<file path="config.mk">
export PLATFORM = sky130hd
export DESIGN_NAME = isq_host_port
export DESIGN_NICKNAME = d
export VERILOG_FILES = /design/src/rtl/isq_pkg.sv /design/src/rtl/isq_ptr_phase.sv /design/src/rtl/isq_fifo_ctl.sv /design/src/rtl/isq_store.sv /design/src/rtl/isq_host_port.sv
export SDC_FILE = /design/constraint.sdc
export NUM_CORES = 2
export LEC_CHECK = 0
export BUFFER_PORTS_ARGS = -buffer_cell sky130_fd_sc_hd__buf_4
export CAP_MARGIN = 30
export CORE_MARGIN = 2
export CORE_UTILIZATION = 33
export CTS_BUF_LIST = sky130_fd_sc_hd__clkbuf_16
export CTS_CLUSTER_SIZE = 40
export DETAILED_ROUTE_END_ITERATION = 6
export SLEW_MARGIN = 10
export SYNTH_ARGS = -nofsm -noshare
export SYNTH_HDL_FRONTEND = slang
export SYNTH_SLANG_ARGS = --single-unit
</file>
<file path="constraint.sdc">
create_clock -name clk -period 6.2 [get_ports clk]
set_input_delay 0.31 -clock clk [delete_from_list [all_inputs] [get_ports clk]]
set_output_delay 0.31 -clock clk [all_outputs]
set_load 0.05 [all_outputs]
</file>
<file path="src/rtl/isq_pkg.sv">
package isq_pkg;
   typedef enum logic [1:0] {
      SEL_STORE = 2'd0,
      SEL_CTRL  = 2'd1,
      SEL_LIMIT = 2'd2,
      SEL_FIFO  = 2'd3
   } isq_sel_e;
endpackage

</file>
<file path="src/rtl/isq_ptr_phase.sv">
module isq_ptr_phase #(
   parameter int ADDR_W = 7
) (
   input  logic              clk,
   input  logic              rst_n,
   input  logic              step,
   input  logic              load,
   input  logic [ADDR_W-1:0] load_val,
   output logic [ADDR_W-1:0] ptr,
   output logic              phase
);
   always_ff @(posedge clk or negedge rst_n) begin
      if (!rst_n) begin
         ptr   <= '0;
         phase <= 1'b0;
      end else if (load) begin
         ptr   <= load_val;
         phase <= 1'b0;
      end else if (step) begin
         phase <= ~phase;
         if (phase) ptr <= ptr + 1'b1;
      end
   end

   // second cycle advances by one, wrapping modulo the depth
   p_ptr_step_r2: assert property (@(posedge clk) disable iff (!rst_n)
      (step && !load && phase) |=> (ptr == $past(ptr) + 1'b1));
   p_ptr_hold_r3: assert property (@(posedge clk) disable iff (!rst_n)
      (step && !load && !phase) |=> ($stable(ptr) && phase));
   // a load clears the phase
   p_load_clr_r5: assert property (@(posedge clk) disable iff (!rst_n)
      load |=> !phase);
endmodule

</file>
<file path="src/rtl/isq_fifo_ctl.sv">
module isq_fifo_ctl #(
   parameter int ADDR_W    = 7,
   parameter int LIMIT_RST = 112
) (
   input  logic              clk,
   input  logic              rst_n,
   input  logic              push,
   input  logic              pop,
   input  logic              lim_we,
   input  logic [ADDR_W-1:0] lim_in,
   output logic [ADDR_W-1:0] limit,
   output logic [ADDR_W-1:0] waddr,
   output logic [ADDR_W-1:0] raddr,
   output logic              full,
   output logic              empty
);
   localparam int CNT_W = ADDR_W + 1;
   localparam logic [ADDR_W-1:0] TOP = {ADDR_W{1'b1}};
   localparam logic [CNT_W-1:0]  DEPTH = CNT_W'(1 << ADDR_W);

   logic [CNT_W-1:0] count;
   logic [CNT_W-1:0] depth;

   assign depth = DEPTH - {1'b0, limit};
   assign full  = (count == depth);
   assign empty = (count == '0);

   function automatic logic [ADDR_W-1:0] nxt(input logic [ADDR_W-1:0] p,
                                              input logic [ADDR_W-1:0] lim);
      return (p == lim) ? TOP : p - 1'b1;
   endfunction

   always_ff @(posedge clk or negedge rst_n) begin
      if (!rst_n) begin
         limit <= ADDR_W'(LIMIT_RST);
         waddr <= TOP;
         raddr <= TOP;
         count <= '0;
      end else if (lim_we) begin
         limit <= lim_in;
         waddr <= TOP;
         raddr <= TOP;
         count <= '0;
      end else if (push && !full) begin
         waddr <= nxt(waddr, limit);
         count <= count + 1'b1;
      end else if (pop && !empty) begin
         raddr <= nxt(raddr, limit);
         count <= count - 1'b1;
      end
   end

   p_count_bound_r10: assert property (@(posedge clk) disable iff (!rst_n)
      count <= depth);
   p_full_push_r10: assert property (@(posedge clk) disable iff (!rst_n)
      (push && full && !lim_we) |=> ($stable(count) && $stable(waddr)));
   p_empty_pop_r10: assert property (@(posedge clk) disable iff (!rst_n)
      (pop && empty && !lim_we) |=> ($stable(count) && $stable(raddr)));
   p_limit_clear_r12: assert property (@(posedge clk) disable iff (!rst_n)
      lim_we |=> (empty && waddr == TOP && raddr == TOP));
endmodule

</file>
<file path="src/rtl/isq_store.sv">
module isq_store #(
   parameter int ADDR_W = 7,
   parameter int DATA_W = 16,
   parameter int CTL_W  = 4
) (
   input  logic              clk,
   input  logic              we_data,
   input  logic              we_ctl,
   input  logic [ADDR_W-1:0] waddr,
   input  logic [DATA_W-1:0] wdata,
   input  logic [CTL_W-1:0]  wctl,
   input  logic [ADDR_W-1:0] raddr,
   output logic [DATA_W-1:0] rdata,
   output logic [CTL_W-1:0]  rctl
);
   localparam int DEPTH = 1 << ADDR_W;

   logic [DATA_W-1:0] word_mem [DEPTH];
   logic [CTL_W-1:0]  side_mem [DEPTH];

   always_ff @(posedge clk) begin
      if (we_data) word_mem[waddr] <= wdata;
      if (we_ctl)  side_mem[waddr] <= wctl;
   end

   assign rdata = word_mem[raddr];
   assign rctl  = side_mem[raddr];
endmodule

</file>
<file path="src/rtl/isq_host_port.sv">
module isq_host_port
   import isq_pkg::*;
#(
   parameter int ADDR_W     = 7,
   parameter int DATA_W     = 16,
   parameter int CTL_W      = 4,
   parameter int HOST_W     = 16,
   parameter int LIMIT_RST  = 112,
   parameter bit STATUS_REG = 1'b0
) (
   input  logic              clk,
   input  logic              rst_n,
   input  logic              host_sel,
   input  logic              host_wr,
   input  logic [1:0]        host_reg,
   input  logic [HOST_W-1:0] host_wdata,
   input  logic              exec_busy,
   output logic [HOST_W-1:0] host_rdata,
   output logic              host_rdy_n,
   output logic              status_n
);
   localparam int PH_BIT   = ADDR_W;
   localparam int MODE_BIT = ADDR_W + 1;

   if (HOST_W < DATA_W || HOST_W < MODE_BIT + 1 || HOST_W < CTL_W) begin : g_bad_width
      $error("isq_host_port: host bus too narrow for fields");
   end
   if (LIMIT_RST < 0 || LIMIT_RST >= (1 << ADDR_W)) begin : g_bad_limit
      $error("isq_host_port: reset limit out of range");
   end

   isq_sel_e          sel;
   logic              accept, acc_store, st_wd, st_wc, push_ok, pop_req;
   logic              ctrl_we, lim_we, mode_q, flag_c, rdy_n_q;
   logic [ADDR_W-1:0] ptr, limit, f_waddr, f_raddr, mem_waddr, mem_raddr;
   logic              phase, full, empty;
   logic [DATA_W-1:0] m_word;
   logic [CTL_W-1:0]  m_side, wside;
   logic [HOST_W-1:0] rd_value, rdata_q;

   assign sel       = isq_sel_e'(host_reg);
   assign accept    = host_sel & ~exec_busy & rdy_n_q;
   assign acc_store = accept & (sel == SEL_STORE);
   assign st_wd     = acc_store & host_wr & ~phase;
   assign st_wc     = acc_store & host_wr & phase;
   assign ctrl_we   = accept & host_wr & (sel == SEL_CTRL);
   assign lim_we    = accept & host_wr & (sel == SEL_LIMIT);
   assign push_ok   = accept & host_wr & (sel == SEL_FIFO) & ~full;
   assign pop_req   = accept & ~host_wr & (sel == SEL_FIFO);

   assign mem_waddr = push_ok ? f_waddr : ptr;
   assign mem_raddr = (sel == SEL_FIFO) ? f_raddr : ptr;
   assign wside     = push_ok ? '0 : host_wdata[CTL_W-1:0];

   isq_ptr_phase #(.ADDR_W(ADDR_W)) u_ptr (
      .clk(clk), .rst_n(rst_n), .step(acc_store), .load(ctrl_we),
      .load_val(host_wdata[ADDR_W-1:0]), .ptr(ptr), .phase(phase));

   isq_fifo_ctl #(.ADDR_W(ADDR_W), .LIMIT_RST(LIMIT_RST)) u_fifo (
      .clk(clk), .rst_n(rst_n), .push(push_ok), .pop(pop_req),
      .lim_we(lim_we), .lim_in(host_wdata[ADDR_W-1:0]), .limit(limit),
      .waddr(f_waddr), .raddr(f_raddr), .full(full), .empty(empty));

   isq_store #(.ADDR_W(ADDR_W), .DATA_W(DATA_W), .CTL_W(CTL_W)) u_store (
      .clk(clk), .we_data(st_wd | push_ok), .we_ctl(st_wc | push_ok),
      .waddr(mem_waddr), .wdata(host_wdata[DATA_W-1:0]), .wctl(wside),
      .raddr(mem_raddr), .rdata(m_word), .rctl(m_side));

   always_comb begin
      rd_value = '0;
      unique case (sel)
         SEL_STORE: if (phase) rd_value[CTL_W-1:0] = m_side;
                    else       rd_value[DATA_W-1:0] = m_word;
         SEL_CTRL: begin
            rd_value[ADDR_W-1:0] = ptr;
            rd_value[PH_BIT]     = phase;
            rd_value[MODE_BIT]   = mode_q;
         end
         SEL_LIMIT: rd_value[ADDR_W-1:0] = limit;
         SEL_FIFO:  if (!empty) rd_value[DATA_W-1:0] = m_word;
         default:   rd_value = '0;
      endcase
   end

   always_ff @(posedge clk or negedge rst_n) begin
      if (!rst_n) begin
         rdy_n_q <= 1'b1;
         rdata_q <= '0;
         mode_q  <= 1'b0;
      end else begin
         rdy_n_q <= ~accept;
         rdata_q <= (accept & ~host_wr) ? rd_value : '0;
         if (ctrl_we) mode_q <= host_wdata[MODE_BIT];
      end
   end

   assign flag_c     = mode_q ? empty : full;
   assign host_rdy_n = rdy_n_q;
   assign host_rdata = rdata_q;

   if (STATUS_REG) begin : g_status_reg
      logic stat_q;
      always_ff @(posedge clk or negedge rst_n) begin
         if (!rst_n) stat_q <= 1'b1;
         else        stat_q <= ~flag_c;
      end
      assign status_n = stat_q;
   end else begin : g_status_comb
      assign status_n = ~flag_c;
   end

   p_ack_single_r6: assert property (@(posedge clk) disable iff (!rst_n)
      !host_rdy_n |=> host_rdy_n);
   p_ack_cause_r7: assert property (@(posedge clk) disable iff (!rst_n)
      !host_rdy_n |-> $past(host_sel && !exec_busy));
   p_idle_data_r6: assert property (@(posedge clk) disable iff (!rst_n)
      host_rdy_n |-> (host_rdata == '0));
endmodule

</file>
==> run summary <==
Outcome -> finished clean
Hold depth -> 1
Clock Pin Slew Worst Setup and Hold Paths -> 0.07 ns
Syn Area/Cell -> 18.90 um^2
Max VDD drop -> 0.3087 mV
Core Area -> 309,100 um^2
GP Congestion -> 0.8846
Fmax -> 180.7 MHz
Final Hold Viols -> 0
Crit-path max cell delay -> 0.91 ns
Slew HR -> 25.61%
Hold EP -> u_store.word_mem[9][2]$_DFFE_PP_
Final ANT Viol Nets -> 0
Tightest Pin Transition -> 1.106 ns
Post-DP HPWL -> 181,100 um
Startpoint Class -> register
Vias per cell -> 5.515
Post-synth top flop -> edfxtp_1
Area Growth Syn to Fin -> 15.54%
Total power -> 49.88 mW
Proportion of synthesized chip area in sequential cells -> 76.30%
Row cnt -> 204
DR DRC count -> 0
Initial antenna violation count -> 17
DR pass1 iterations -> 5
Worst R2R End -> host_rdata[0]$_DFF_PN0_
Buffers added on ports -> 40
RSZ-0062 raised after global routing -> no
DR vias -> 55,550
Net Count, Synth -> 5,467
Synth Area in Compound Gates -> 2.800%
Most frequent cells in the layout -> 2,560 x edfxtp_1, 691 x nand2_1, 577 x mux4_2
Post-synth EDFFs -> 2,560
Main combinational cell family by area after synthesis -> multiplexers
Iteration-0 DRC Markers -> 7,613
Crit-path slowest cell -> mux2_8
Setup_tns -> 0 ns
Fin crit share -> 89.27%
Clock Latency Late Sink -> 0.88 ns
Max cap viols -> 0
Share of cells above drive strength 1 -> 23.39%
Vias in the first global route -> 54,760
Synth Area in XOR/XNOR -> 0.3159%
#FFs+latches synth -> 2,615
First-pass GRT wire length -> 417,100 um
Cells along the critical path -> mux2_8 -> buf_4 -> mux4_2 -> a22o_1 -> a221oi_1 -> o22ai_1 -> nor4_1 -> a211oi_1 -> buf_2 -> and3_1
Nets -> 5,793
Static Leak -> 37.66 nW
Largest net degree at the start of global routing -> 129
Post-synthesis cell count -> 5,428
Post-CTS Setup Repair Bufs -> 0
Setup-failing EPs final -> 0
H-Tree Depth -> 5
Crit path from -> u_ptr.ptr[0]$_DFFE_PN0P_
Post-Synth Simple-Gate Area -> 5.718%
Max FO, Critical Path -> 62
Post-synthesis mux area share -> 13.21%
Total GRT Usage -> 18.32%
Post-Synth Adder-Cell Area -> 0.2025%
Reg-to-reg slack, setup -> 0.67 ns
PwrDens -> 420.8 nW/um^2
Type of the worst setup path -> reg -> reg
Worst path arrival time -> 6.24 ns
Min cycle time layout -> 5.535 ns
Commonest non-fill, non-tap cell in the layout -> edfxtp_1
Hold wc startpoint -> host_wdata[2]
Synthesized area -> 102,600 um^2
Reg2Reg Depth -> 10
CTS Root Cell -> clkbuf_16
Worst path required time -> 6.91 ns
Chip height -> 561.6 um
Skew final -> 0.07898 ns
Cts repair resizes -> 0
Reg2reg start -> u_ptr.ptr[0]$_DFFE_PN0P_
CTS Buffer Depth -> 4
Routed WL -> 295,100 um
Clock sinks -> 2,615
CTS tree -> built
Num CTS Buffers -> 275
Die ar. -> 315,300 um^2
FFs w/ async S/R, synth -> 2.103%
Synth warnings -> 0
Grt total ovfl -> 0
Post-synth cell types -> 74
Worst hold path type -> in -> reg
Top Ports -> 41
DR WL/cell -> 29.29 um
Horiz. Die Dim -> 561.6 um
Slew Limit Fails -> 0
CP Capture Type -> register
Initial Util -> 33.19%
-- worst max path at each step --
stage,end,slack (ns),cells after the start
3_3_place_gp,host_rdata[0]$_DFF_PN0_,0.61,11
5_1_grt,host_rdata[0]$_DFF_PN0_,0.67,10
3_5_place_dp,host_rdata[0]$_DFF_PN0_,0.75,10
2_1_floorplan,u_store.side_mem[0][0]$_DFFE_PP_,-0.03,9
6_report,host_rdata[0]$_DFF_PN0_,0.67,10
4_1_cts,host_rdata[0]$_DFF_PN0_,0.77,10
-- report_power, final --
| part | total, mW | switching (mW) | leakage [nW] | internal [mW] |
|---|---|---|---|---|
| Combinational | 14.2 | 8.92 | 9.60 | 5.32 |
| Clock | 15.8 | 6.76 | 4.39 | 9.06 |
| Sequential | 19.8 | 0.273 | 23.7 | 19.5 |
| Total | 49.9 | 16.0 | 37.7 | 33.9 |
-- cells by family after synthesis --
family | count (synthesis)
compound gates | 398
mux | 632
simple gates | 1383
fa+ha+maj | 16
flops | 2615
xor+xnor | 37
buf+inv | 347
-- cell type report --
class / instances / area [um^2]
clock inverters: 188 / 1470
fillers: 27730 / 190600
inverters: 17 / 63.81
diodes: 6 / 15.01
clock buffers: 281 / 7032
well taps: 4120 / 5155
flip-flops and latches: 2615 / 78270
multi-input cells: 2466 / 23080
repair buffers: 379 / 3441
-- critical path: cells and delay by family, from the launching register on --
family	cells	cell delay, ns
compound gates	4	0.91
flops	1	0.80
buf+inv	2	0.92
simple gates	2	1.15
mux	2	1.51
-- sequential cells by signal, summed over array words and instances (netlist names) --
signal            flops
u_store.word_mem   2048
u_fifo.count          8
mode_q                1
u_fifo.waddr          7
u_ptr.phase           1
u_ptr.ptr             7
u_fifo.raddr          7
host_rdy_n            1
u_store.side_mem    512
host_rdata           16
u_fifo.limit          7
-- through the flow --
stage / worst slack [ns] / instances / utilization (%) / hold slack [ns] / area (um^2)
floorplan: -0.02636 / 5428 / - / 0.01441 / 102600
detailed placement: 0.7544 / 9579 / 35.51 / 0.4888 / 109800
global placement: 0.6053 / 9560 / 35.41 / 0.4887 / 109500
finish: 0.6651 / 10070 / 38.35 / 0.04966 / 118500
global route: 0.6736 / 10070 / 38.34 / 0.02619 / 118500
CTS: 0.7703 / 10060 / 38.28 / 0.006937 / 118300
-- cell usage after synthesis, types with 22 or more instances --
library cell,instances,share of area (%)
a21oi_1,70,0.34
and3_1,55,0.34
a22oi_1,46,0.34
a221oi_1,27,0.23
buf_2,103,0.50
nand3_1,222,1.1
xnor2_1,23,0.20
edfxtp_1,2560,75
a32oi_1,22,0.19
a31oi_1,59,0.36
o21ai_0,39,0.19
a22o_1,22,0.19
buf_1,43,0.16
clkbuf_1,169,0.62
nand2_1,693,2.5
nor2_1,321,1.2
dfrtp_1,37,0.90
mux2i_1,48,0.47
mux4_2,577,13
-- per-layer routing --
metal,vias up,GRT usage (%),wire (um)
met3,499,3.690,27600
met2,2938,28.88,138000
li1,22480,-,-
met5,-,0,72
met1,29620,25.35,118700
met4,12,6.199,10680
-- what timing repair did --
item                       4_1_cts  5_1_grt
setup endpoints to repair        0        0
hold buffers                     8        3
hold endpoints to repair       124       45
No activity file was read; power rests on OpenSTA's default activity.
